==> src/rtl/pkt_deframer_pkg.sv <==
// Package: shared encodings for the packet deframer.
// Assumes header fields at fixed bit positions of a 64-bit header word.
package pkt_deframer_pkg;

    // Parser phase of the current input packet
    typedef enum logic [1:0] {
        ST_HDR  = 2'd0,
        ST_CTX  = 2'd1,
        ST_PAY  = 2'd2,
        ST_DROP = 2'd3
    } parse_st_t;

    // Context word kinds reported on ctx_tuser
    localparam logic [1:0] KIND_HDR  = 2'd0;
    localparam logic [1:0] KIND_TIME = 2'd2;
    localparam logic [1:0] KIND_META = 2'd3;

    // Packet type that carries a timestamp word
    localparam logic [2:0] TYPE_TIMED = 3'd7;

endpackage

==> src/rtl/pkt_skid.sv <==
// Module: two-entry elastic buffer on a valid/ready link.
// Assumes nothing about the payload; in_ready depends only on registered
// occupancy, so no combinational path runs from out_ready to in_ready.
module pkt_skid #(
    parameter int W = 67
) (
    input  logic         clk,
    input  logic         rst_n,
    input  logic [W-1:0] in_data,
    input  logic         in_valid,
    output logic         in_ready,
    output logic [W-1:0] out_data,
    output logic         out_valid,
    input  logic         out_ready
);
    logic [W-1:0] head_q, tail_q;
    logic [1:0]   cnt_q;
    logic         push, pop;

    assign in_ready  = (cnt_q != 2'd2);
    assign out_valid = (cnt_q != 2'd0);
    assign out_data  = head_q;
    assign push      = in_valid && in_ready;
    assign pop       = out_valid && out_ready;

    // Occupancy and entry storage update
    always_ff @(posedge clk) begin
        if (!rst_n) begin
            cnt_q  <= 2'd0;
            head_q <= '0;
            tail_q <= '0;
        end else begin
            case ({push, pop})
                2'b10: begin
                    if (cnt_q == 2'd0) head_q <= in_data;
                    else               tail_q <= in_data;
                    cnt_q <= cnt_q + 2'd1;
                end
                2'b01: begin
                    head_q <= tail_q;
                    cnt_q  <= cnt_q - 2'd1;
                end
                2'b11: begin
                    if (cnt_q == 2'd1) begin
                        head_q <= in_data;
                    end else begin
                        head_q <= tail_q;
                        tail_q <= in_data;
                    end
                end
                default: ;
            endcase
        end
    end

    // a stalled output keeps its word
    p_hold_stable_r9: assert property (@(posedge clk) disable iff (!rst_n)
        (out_valid && !out_ready) |=> (out_valid && $stable(out_data)));

endmodule

==> src/rtl/pkt_hdr_parse.sv <==
// Module: header-driven parser that steers each input word to the context
// or payload stream, labels context words, computes the last-beat keep and
// drops malformed packets. Assumes context words are one bus word each and
// payload items are ITEM_W bits; input packets end with tlast.
module pkt_hdr_parse
    import pkt_deframer_pkg::*;
#(
    parameter int DATA_W   = 64,
    parameter int ITEM_W   = 32,
    parameter int MAX_META = 30
) (
    input  logic                     clk,
    input  logic                     rst_n,
    input  logic [DATA_W-1:0]        s_tdata,
    input  logic                     s_tvalid,
    input  logic                     s_tlast,
    output logic                     s_tready,
    output logic                     ctx_push,
    output logic [1:0]               ctx_kind,
    output logic                     ctx_last,
    input  logic                     ctx_room,
    output logic                     pay_push,
    output logic [DATA_W/ITEM_W-1:0] pay_keep,
    input  logic                     pay_room,
    output logic                     err_pulse
);
    localparam int BUS_B  = DATA_W / 8;
    localparam int ITEM_B = ITEM_W / 8;
    localparam int KEEP_W = DATA_W / ITEM_W;
    localparam int LEN_W  = 18;

    parse_st_t          st_q;
    logic [4:0]         meta_left_q;
    logic               time_pend_q;
    logic [KEEP_W-1:0]  keep_last_q;
    logic               err_q;

    logic [2:0]         h_type;
    logic [4:0]         h_meta;
    logic [15:0]        h_len;
    logic               h_timed;
    logic [LEN_W-1:0]   ctx_bytes;
    logic [LEN_W-1:0]   pay_bytes;
    logic               h_bad;
    logic               acc;
    logic [KEEP_W-1:0]  keep_calc;

    // Header field decode and layout check
    always_comb begin
        h_type    = s_tdata[55:53];
        h_meta    = s_tdata[52:48];
        h_len     = s_tdata[31:16];
        h_timed   = (h_type == TYPE_TIMED);
        ctx_bytes = LEN_W'((32'd1 + 32'(h_timed) + 32'(h_meta)) * BUS_B);
        pay_bytes = LEN_W'(h_len) - ctx_bytes;
        h_bad     = (32'(h_meta) > MAX_META) ||
                    (LEN_W'(h_len) < ctx_bytes + LEN_W'(ITEM_B));
    end

    // Last-beat item mask from the payload byte count
    always_comb begin
        int rem_b;
        int n_items;
        rem_b   = int'(pay_bytes) % BUS_B;
        n_items = (rem_b == 0) ? KEEP_W : (rem_b + ITEM_B - 1) / ITEM_B;
        for (int i = 0; i < KEEP_W; i++) keep_calc[i] = (i < n_items);
    end

    // Input acceptance follows the buffer the current word is bound for
    always_comb begin
        case (st_q)
            ST_HDR, ST_CTX: s_tready = ctx_room;
            ST_PAY:         s_tready = pay_room;
            default:        s_tready = 1'b1;
        endcase
    end

    assign acc = s_tvalid && s_tready;

    // Steering, context labels and end markers for the current word
    always_comb begin
        ctx_push = acc && ((st_q == ST_HDR && !h_bad) || st_q == ST_CTX);
        pay_push = acc && (st_q == ST_PAY);
        if (st_q == ST_HDR) begin
            ctx_kind = KIND_HDR;
            ctx_last = !h_timed && (h_meta == 5'd0);
        end else begin
            ctx_kind = time_pend_q ? KIND_TIME : KIND_META;
            ctx_last = time_pend_q ? (meta_left_q == 5'd0) : (meta_left_q == 5'd1);
        end
        pay_keep = s_tlast ? keep_last_q : {KEEP_W{1'b1}};
    end

    // Parser phase, remaining context count and error pulse
    always_ff @(posedge clk) begin
        if (!rst_n) begin
            st_q        <= ST_HDR;
            meta_left_q <= '0;
            time_pend_q <= 1'b0;
            keep_last_q <= '1;
            err_q       <= 1'b0;
        end else begin
            err_q <= 1'b0;
            if (acc) begin
                case (st_q)
                    ST_HDR: begin
                        if (h_bad) begin
                            err_q <= 1'b1;
                            st_q  <= s_tlast ? ST_HDR : ST_DROP;
                        end else begin
                            time_pend_q <= h_timed;
                            meta_left_q <= h_meta;
                            keep_last_q <= keep_calc;
                            st_q <= (h_timed || h_meta != 5'd0) ? ST_CTX : ST_PAY;
                        end
                    end
                    ST_CTX: begin
                        if (time_pend_q) begin
                            time_pend_q <= 1'b0;
                            if (meta_left_q == 5'd0) st_q <= ST_PAY;
                        end else begin
                            meta_left_q <= meta_left_q - 5'd1;
                            if (meta_left_q == 5'd1) st_q <= ST_PAY;
                        end
                    end
                    ST_PAY:  if (s_tlast) st_q <= ST_HDR;
                    default: if (s_tlast) st_q <= ST_HDR;
                endcase
            end
        end
    end

    assign err_pulse = err_q;

    // nothing reaches either buffer while a bad packet is drained
    p_drop_silent_r8: assert property (@(posedge clk) disable iff (!rst_n)
        (st_q == ST_DROP) |-> (!ctx_push && !pay_push));

    // the error flag only follows a header-phase acceptance
    p_err_after_hdr_r7: assert property (@(posedge clk) disable iff (!rst_n)
        err_pulse |-> ($past(st_q) == ST_HDR && $past(acc)));

    // metadata count never runs past the legal maximum in the context phase
    p_meta_bound_r3: assert property (@(posedge clk) disable iff (!rst_n)
        (st_q == ST_CTX) |-> (32'(meta_left_q) <= MAX_META));

endmodule

==> src/rtl/pkt_deframer.sv <==
// Module: top of the packet deframer. Joins the header parser to one
// two-entry buffer per output stream. Assumes 32-bit items on a 64-bit bus
// by default; both are parameters.
module pkt_deframer
    import pkt_deframer_pkg::*;
#(
    parameter int DATA_W   = 64,
    parameter int ITEM_W   = 32,
    parameter int MAX_META = 30
) (
    input  logic                     clk,
    input  logic                     rst_n,
    input  logic [DATA_W-1:0]        s_tdata,
    input  logic                     s_tvalid,
    input  logic                     s_tlast,
    output logic                     s_tready,
    output logic [DATA_W-1:0]        ctx_tdata,
    output logic [1:0]               ctx_tuser,
    output logic                     ctx_tlast,
    output logic                     ctx_tvalid,
    input  logic                     ctx_tready,
    output logic [DATA_W-1:0]        pay_tdata,
    output logic [DATA_W/ITEM_W-1:0] pay_tkeep,
    output logic                     pay_tlast,
    output logic                     pay_tvalid,
    input  logic                     pay_tready,
    output logic                     err_pulse
);
    localparam int KEEP_W = DATA_W / ITEM_W;
    localparam int CTX_W  = DATA_W + 3;
    localparam int PAY_W  = DATA_W + KEEP_W + 1;

    logic              ctx_push, ctx_last, ctx_room;
    logic [1:0]        ctx_kind;
    logic              pay_push, pay_room;
    logic [KEEP_W-1:0] pay_keep;
    logic [CTX_W-1:0]  ctx_word;
    logic [PAY_W-1:0]  pay_word;

    pkt_hdr_parse #(
        .DATA_W  (DATA_W),
        .ITEM_W  (ITEM_W),
        .MAX_META(MAX_META)
    ) u_parse (
        .clk      (clk),
        .rst_n    (rst_n),
        .s_tdata  (s_tdata),
        .s_tvalid (s_tvalid),
        .s_tlast  (s_tlast),
        .s_tready (s_tready),
        .ctx_push (ctx_push),
        .ctx_kind (ctx_kind),
        .ctx_last (ctx_last),
        .ctx_room (ctx_room),
        .pay_push (pay_push),
        .pay_keep (pay_keep),
        .pay_room (pay_room),
        .err_pulse(err_pulse)
    );

    pkt_skid #(.W(CTX_W)) u_ctx_buf (
        .clk      (clk),
        .rst_n    (rst_n),
        .in_data  ({ctx_kind, ctx_last, s_tdata}),
        .in_valid (ctx_push),
        .in_ready (ctx_room),
        .out_data (ctx_word),
        .out_valid(ctx_tvalid),
        .out_ready(ctx_tready)
    );

    pkt_skid #(.W(PAY_W)) u_pay_buf (
        .clk      (clk),
        .rst_n    (rst_n),
        .in_data  ({pay_keep, s_tlast, s_tdata}),
        .in_valid (pay_push),
        .in_ready (pay_room),
        .out_data (pay_word),
        .out_valid(pay_tvalid),
        .out_ready(pay_tready)
    );

    // Unpack buffered words onto the output ports
    always_comb begin
        {ctx_tuser, ctx_tlast, ctx_tdata} = ctx_word;
        {pay_tkeep, pay_tlast, pay_tdata} = pay_word;
    end

    // outputs quiet right after reset
    p_reset_quiet_r10: assert property (@(posedge clk)
        !rst_n |=> (!ctx_tvalid && !pay_tvalid && !err_pulse));

    // context kind code 1 is never produced
    p_no_kind1_r2: assert property (@(posedge clk) disable iff (!rst_n)
        ctx_tvalid |-> (ctx_tuser != 2'd1));

    // only the final payload beat may clear items
    p_keep_full_r6: assert property (@(posedge clk) disable iff (!rst_n)
        (pay_tvalid && !pay_tlast) |-> (pay_tkeep == {KEEP_W{1'b1}}));

endmodule

==> config.mk <==
export PLATFORM = sky130hd
export DESIGN_NAME = pkt_deframer
export DESIGN_NICKNAME = d
export VERILOG_FILES = /design/src/rtl/pkt_deframer_pkg.sv /design/src/rtl/pkt_skid.sv /design/src/rtl/pkt_hdr_parse.sv /design/src/rtl/pkt_deframer.sv
export SDC_FILE = /design/constraint.sdc
export NUM_CORES = 1
export LEC_CHECK = 0
export BUFFER_PORTS_ARGS = -buffer_cell sky130_fd_sc_hd__buf_2
export CAP_MARGIN = 20
export CELL_PAD_IN_SITES_DETAIL_PLACEMENT = 0
export CELL_PAD_IN_SITES_GLOBAL_PLACEMENT = 1
export CORE_MARGIN = 2
export CORE_UTILIZATION = 43
export CTS_BUF_LIST = sky130_fd_sc_hd__clkbuf_4 sky130_fd_sc_hd__clkbuf_8
export DETAILED_ROUTE_END_ITERATION = 7
export GPL_TIMING_DRIVEN = 0
export PLACE_DENSITY_LB_ADDON = 0.1
export SLEW_MARGIN = 20
export SYNTH_ARGS = -nofsm -noshare
export SYNTH_HDL_FRONTEND = slang
export SYNTH_SLANG_ARGS = --single-unit
export TNS_END_PERCENT = 1
==> constraint.sdc <==
create_clock -name clk -period 5.27 [get_ports clk]
set_clock_uncertainty 0.2 [all_clocks]
set_input_delay 0.2635 -clock clk [delete_from_list [all_inputs] [get_ports clk]]
set_output_delay 0.2635 -clock clk [all_outputs]
set_load 0.01 [all_outputs]
# Yosys cells after proc, flatten, opt, wreduce, memory -nomap -nowiden
# Index checks and enable logic that the tools add are counted.
# classes
add_sub_neg	12
order_cmp	4
n_eq_ne	24
mux	35
bitwise	2
n_reduce_logical	42
# ops
cell	count
2-to-1 mux 67 bit	8
one-hot mux 67 bit (3 select lines)	2
one-hot mux 67 bit (2 select lines)	2
adder 32 x 1 -> 32 bit	1
logical NOT 32 bit	1
< comparator 1 x 32 -> 1 bit (first input constant)	1
< comparator 2 x 32 -> 1 bit (first input constant)	1
2-to-1 mux 32 bit	1
subtractor 32 x 2 -> 32 bit (second input constant)	1
adder 18 x 3 -> 18 bit (second input constant)	1
< comparator 16 x 18 -> 1 bit	1
2-to-1 mux 2 bit	9
!= test 2 bit (second input constant)	8
AND reduction 3 bit	5
nonzero test 2 bit	7
one-hot mux 2 bit (2 select lines)	3
== test 2 x 1 -> 1 bit (second input constant)	5
== test 2 bit (second input constant)	5
logical NOT 5 bit	2
2-to-1 mux 5 bit	2
one-hot mux 5 bit (2 select lines)	1
logical AND 1 bit	9
nonzero test 3 bit	3
AND reduction 4 bit	2
other kinds (23)	38
# word_totals
reg_bits	283
in_bits	70
output_inout_bits	138

# Depth between registers and ports, before layout
# depth
ltp_word	14
depth_mapped	21

# Modules after synthesis
# From an unflattened synthesis, not the netlist that was laid out.
# hier_totals
cells_unflattened	1642
hier_area_um2	14282.4
# modules_own_cells
mod	n_inst	cells_per_inst	area_each_um2	seq_area_each_um2
pkt_skid	2	754	6622.6	2722.6
pkt_hdr_parse	1	134	1037.2	220.2

# Worst setup path after synthesis
# OpenSTA, ideal clock, no wires.
# synth_timing
kind	input-to-reg
from	input port s_tdata[48]
to	register u_ctx_buf.head_q[27], in the netlist u_ctx_buf.out_data[27]
setup_time_ns	0.119
arrival_time_ns	3.735
required_ns	4.951
slack_ns	1.216
stages	21
n_path_buf	4
cell_sequence	buf_2 > inv_1 > ha_1 > inv_1 > ha_1 > nand3_1 > xor2_1 > ha_1 > a21oi_1 > o211ai_1 > a22o_1 > buf_2 > o21ai_0 > inv_1 > ha_1 > nor2b_1 > o21a_1 > buf_2 > clkbuf_1 > a221o_1 > o221a_1
# synth_via
elab_chain_len	12
# synth_rtl
item	line	source
start, declared	pkt_deframer.sv:13	input logic [DATA_W-1:0] s_tdata,
adder 2 x 5 -> 6 bit	pkt_hdr_parse.sv:54	ctx_bytes = LEN_W'((32'd1 + 32'(h_timed) + 32'(h_meta)) * BUS_B);
adder 18 x 3 -> 18 bit	pkt_hdr_parse.sv:57	(LEN_W'(h_len) < ctx_bytes + LEN_W'(ITEM_B));
< comparator 16 x 18 -> 1 bit	pkt_hdr_parse.sv:57	
logical OR 1 bit *	pkt_hdr_parse.sv:56	h_bad = (32'(h_meta) > MAX_META) ||
logical NOT 1 bit *	pkt_hdr_parse.sv:82	ctx_push = acc && ((st_q == ST_HDR && !h_bad) || st_q == ST_CTX);
logical AND 1 bit *	pkt_hdr_parse.sv:82	
logical OR 1 bit *	pkt_hdr_parse.sv:82	
logical AND 1 bit *	pkt_hdr_parse.sv:82	
logical AND 1 bit *	pkt_skid.sv:23	assign push = in_valid && in_ready;
== test 2 bit / == test 2 x 1 -> 1 bit (equally long branches)	pkt_skid.sv:33	case ({push, pop})
!= test 2 x 1 -> 1 bit (no line) / nonzero test 3 bit (equally long branches)	-	
AND reduction 2 bit (no line)	-	
end signal, assigned	pkt_skid.sv:35	if (cnt_q == 2'd0) head_q <= in_data;
end signal, assigned	pkt_skid.sv:40	head_q <= tail_q;
end signal, assigned	pkt_skid.sv:45	head_q <= in_data;
end, declared	pkt_skid.sv:16	logic [W-1:0] head_q, tail_q;
# Every way passes the cells marked *; elsewhere a longest branch is shown, timed or not.
# A chain may end at the register's enable or synchronous reset.

# Worst setup path in the final report
# layout_timing
from	input port s_tdata[54]
to	register u_ctx_buf.head_q[46], in the netlist u_ctx_buf.out_data[46]
# layout_via
elab_chain_len	14
# layout_rtl
item	line	source
== test 3 bit *	pkt_hdr_parse.sv:53	h_timed = (h_type == TYPE_TIMED);
adder 1 x 1 -> 2 bit *	pkt_hdr_parse.sv:54	
adder 2 x 5 -> 6 bit *	pkt_hdr_parse.sv:54	
adder 18 x 3 -> 18 bit *	pkt_hdr_parse.sv:57	
< comparator 16 x 18 -> 1 bit *	pkt_hdr_parse.sv:57	
logical OR 1 bit *	pkt_hdr_parse.sv:56	
logical NOT 1 bit *	pkt_hdr_parse.sv:82	
logical AND 1 bit *	pkt_hdr_parse.sv:82	
logical OR 1 bit *	pkt_hdr_parse.sv:82	
logical AND 1 bit *	pkt_hdr_parse.sv:82	
logical AND 1 bit *	pkt_skid.sv:23	
== test 2 bit / == test 2 x 1 -> 1 bit (equally long branches)	pkt_skid.sv:33	
!= test 2 x 1 -> 1 bit (no line) / nonzero test 3 bit (equally long branches)	-	
AND reduction 2 bit (no line)	-	
# Marked as above.

==> impl_results.md <==
* Post-Route WL at 38000 microns
* Status: finished clean
* Final hold vios at 0
* Die height at 169 microns
* Critical path type: input pin to flip-flop
* Synth top cells by count: dfxtp_1, nand2_1, a21oi_1
* Clk sink count at 283
* Tot Pwr at ~8.4 mW
* Clock Tree Buf Depth at 3
* Sw power at ~3.1 mW
* Comb pwr share at 0.389
* Part of the Yosys area used for sequential elements at 0.482
* Period utilization at 0.950
* Tightest Pin Transition at 0.939 ns
* Cells after synthesis at around 1300
* Final min period at 5.00 ns
* Leakage at approximately 6.0 nW
* Via-per-instance ratio at between 5 and 6
* Number of setup buffers added after CTS at 0
* Post-synth EDFFs at 0
* P&R area growth vs syn at 26.6%
* First-pass GRT wire length at 58100 microns
* Slew HR at 0.374
* Ports at 208
* Most common cell in the netlist: dfxtp_1
* DR vias at 11300
* Final-report max-slew violation count at 0
* Initial antenna violation count at 2
* YS warnings at 0
* Die ar. at 28700 sq um
* Primary FF master, synth: dfxtp_1
* Vias in the first global route at 10500
* Post-route setup TNS at 0 ns
* WP data arrival at 5.30 ns
* Largest cells by area after synthesis: dfxtp_1, nand2_1, a21oi_1
* Pre-antenna DRT Iters at 5
* VDD IR max at 234 uV
* Largest net degree at the start of global routing at 12
* DRC Markers at 0
* Flop pwr share at 0.365
* Avg WL per Cell at roughly 19 microns
* Max Fclk at 0.200 GHz
* Worst hold path class: input pin to flip-flop
* Worst-path clk slew at ~0.060 ns
* Iter 0 DRT Violations at 777
* CTS Buf Count at 47
* Distinct cells, synth at 58
* Register-to-register setup slack at 1.72 ns
* Crit Reg-Reg Endpoint: u_pay_buf.out_data[42]
* Area fraction of the dominant cell type after synthesis at 0.482
* Max_cap viols at 0
* Total GRT Usage at 0.256
* Synthesized area at about 12000 sq um
* Switching portion of total power at 0.376
* Grt ovf at 0
* R2R cell count at 10
* Sequential cell area at 5670 sq um
* Cell taking the most area after synthesis: dfxtp_1
* Clk root buf: clkbuf_8
* Final Core Density at 0.554
* Post-Syn Area per Cell at 8.81 sq um
* Crit path launch type: input pin
* Post-route cell area at 14900 sq um
* Hold Path Stages at 4
* Yosys reg bits at 283
* Initial Util at 0.437
* GP Congestion at 0.891
* WHS Endpoint: u_parse.st_q[0]
* H-Tree Depth at 2
* Filler instances at 2636
* CTS tree: done
* WHS at 0.0530 ns
* Clock power share at 0.246
* Async set-reset flop share out of synthesis at 0
* Hold path startpoint: s_tvalid
* Post-DP HPWL at 26500 microns
* Area of the multi-input gates at 5450 sq um
* Rows at 60
* Routed Antenna Nets at 0
* RSZ-0062 raised after global routing: yes
* PortBufs at between 200 and 250
* Core area at approximately 27000 sq um
* Share of cells above drive strength 1 at 0.212
* Insertion delay to the later sink of the worst-skew pair at about 0.56 ns
* Internal power at approximately 5.2 mW
* Setup crit end kind: flip-flop
* PwrDens at 562 nW/um^2
* Placed Area at 13200 sq um
* Die boundary width at 169 microns
* Critical Path RT at ~5.6 ns
* Synthesized Nets at 1429
* Crit Path Max Fanout at 10
* Final #Nets at 1746
* R2R Path Start: u_pay_buf.cnt_q[0]
* Final setup viols at 0
[layout by cell type (no fill, tap or decap), types with 62 or more instances in the layout]
cell	synthesis	routed
nor3_1	72	72
nand2_1	279	279
dfxtp_1	283	283
buf_2	17	219
a21oi_1	142	142
clkbuf_8	0	62
dlygate4sd3_1	0	66
clkbuf_1	97	95
a221oi_1	67	67
nor2_1	84	84
a221o_1	65	65
[timing repair]
item                                    in CTS  in global routing
hold buffers                                66                  0
endpoints found under the hold margin      247                  0
resized for setup                            0                  4
endpoints found under the setup margin       0                 49
[stage by stage]
stage | worst slack (ns) | instances
floorplan | 1.22 | 1334
global placement | 0.275 | 1877
detailed placement | 0.222 | 1877
CTS | 0.222 | 2028
global route | -0.0572 | 2029
finish | 0.266 | 2029
[worst max path at each step]
stage                start                      to  slack (ns)  depth (start not counted)
2_1_floorplan  s_tdata[48]  u_ctx_buf.out_data[27]        1.22                         21
3_3_place_gp   s_tdata[53]    u_ctx_buf.tail_q[28]        0.28                         21
3_5_place_dp   s_tdata[53]    u_ctx_buf.tail_q[30]        0.22                         21
4_1_cts        s_tdata[55]    u_ctx_buf.tail_q[30]        0.22                         22
5_1_grt        s_tdata[53]  u_ctx_buf.out_data[46]       -0.06                         22
6_report       s_tdata[54]  u_ctx_buf.out_data[46]        0.27                         22
[per-layer routing]
layer  part of all wire  GRT usage  up-vias
met4              0.023     0.0832        2
li1                   -          -     5504
met3              0.059     0.0492       60
met5            0.00029          0        -
met2               0.46      0.413      347
met1               0.46      0.345     5353
[critical path, stage by stage]
cell           delay, ns
dlygate4sd3_1       0.54
buf_2               0.16
nand3_1             0.24
ha_1                0.27
inv_1               0.08
ha_1                0.19
nand3_1             0.10
xor2_1              0.16
ha_1                0.30
a21oi_1             0.06
o211ai_1            0.32
a22o_1              0.22
buf_2               0.23
o21ai_0             0.15
inv_1               0.12
ha_1                0.23
nor2b_1             0.16
o21a_1              0.25
buf_2               0.35
clkbuf_1            0.45
a221o_1             0.26
o221a_1             0.18
[kinds of logic (layout without fill, tap and decap cells)]
logic type,after synthesis,count (layout),synth area share
xor+xnor,8,8,0.00596
mux,6,6,0.00511
simple gates,466,466,0.165
buf+inv,155,508,0.0545
flops,283,283,0.482
fa+ha+maj,25,25,0.0266
compound gates,391,391,0.261
other cells,0,1,0
[power by group through the flow]
stage	Sequential [mW]	Combinational (mW)	Clock, mW
5_1_grt	3.11	3.57	2.20
2_1_floorplan	3.22	1.91	0
3_5_place_dp	3.09	3.21	0
6_report	3.05	3.25	2.05
3_3_place_gp	3.08	3.18	0
4_1_cts	3.05	3.26	2.10
[state kept, by name (all words and copies together) (netlist names)]
signal / flops
u_ctx_buf.cnt_q: 2
u_ctx_buf.out_data: 67
u_ctx_buf.tail_q: 67
u_parse.err_pulse: 1
u_parse.keep_last_q: 2
u_parse.meta_left_q: 5
u_parse.st_q: 2
u_parse.time_pend_q: 1
u_pay_buf.cnt_q: 2
u_pay_buf.out_data: 67
u_pay_buf.tail_q: 67
[cell type report]
cell class / instances / area share
clock buffers: 83 / 0.0679
multi-input cells: 896 / 0.366
clock inverters: 2 / 0.000673
flip-flops and latches: 283 / 0.381
plain buffers: 132 / 0.0374
diodes: 1 / 0.000168
well taps: 341 / 0.0287
inverters: 23 / 0.00580
repair buffers: 268 / 0.112
Note: power is estimated with default switching activity, not from simulation.
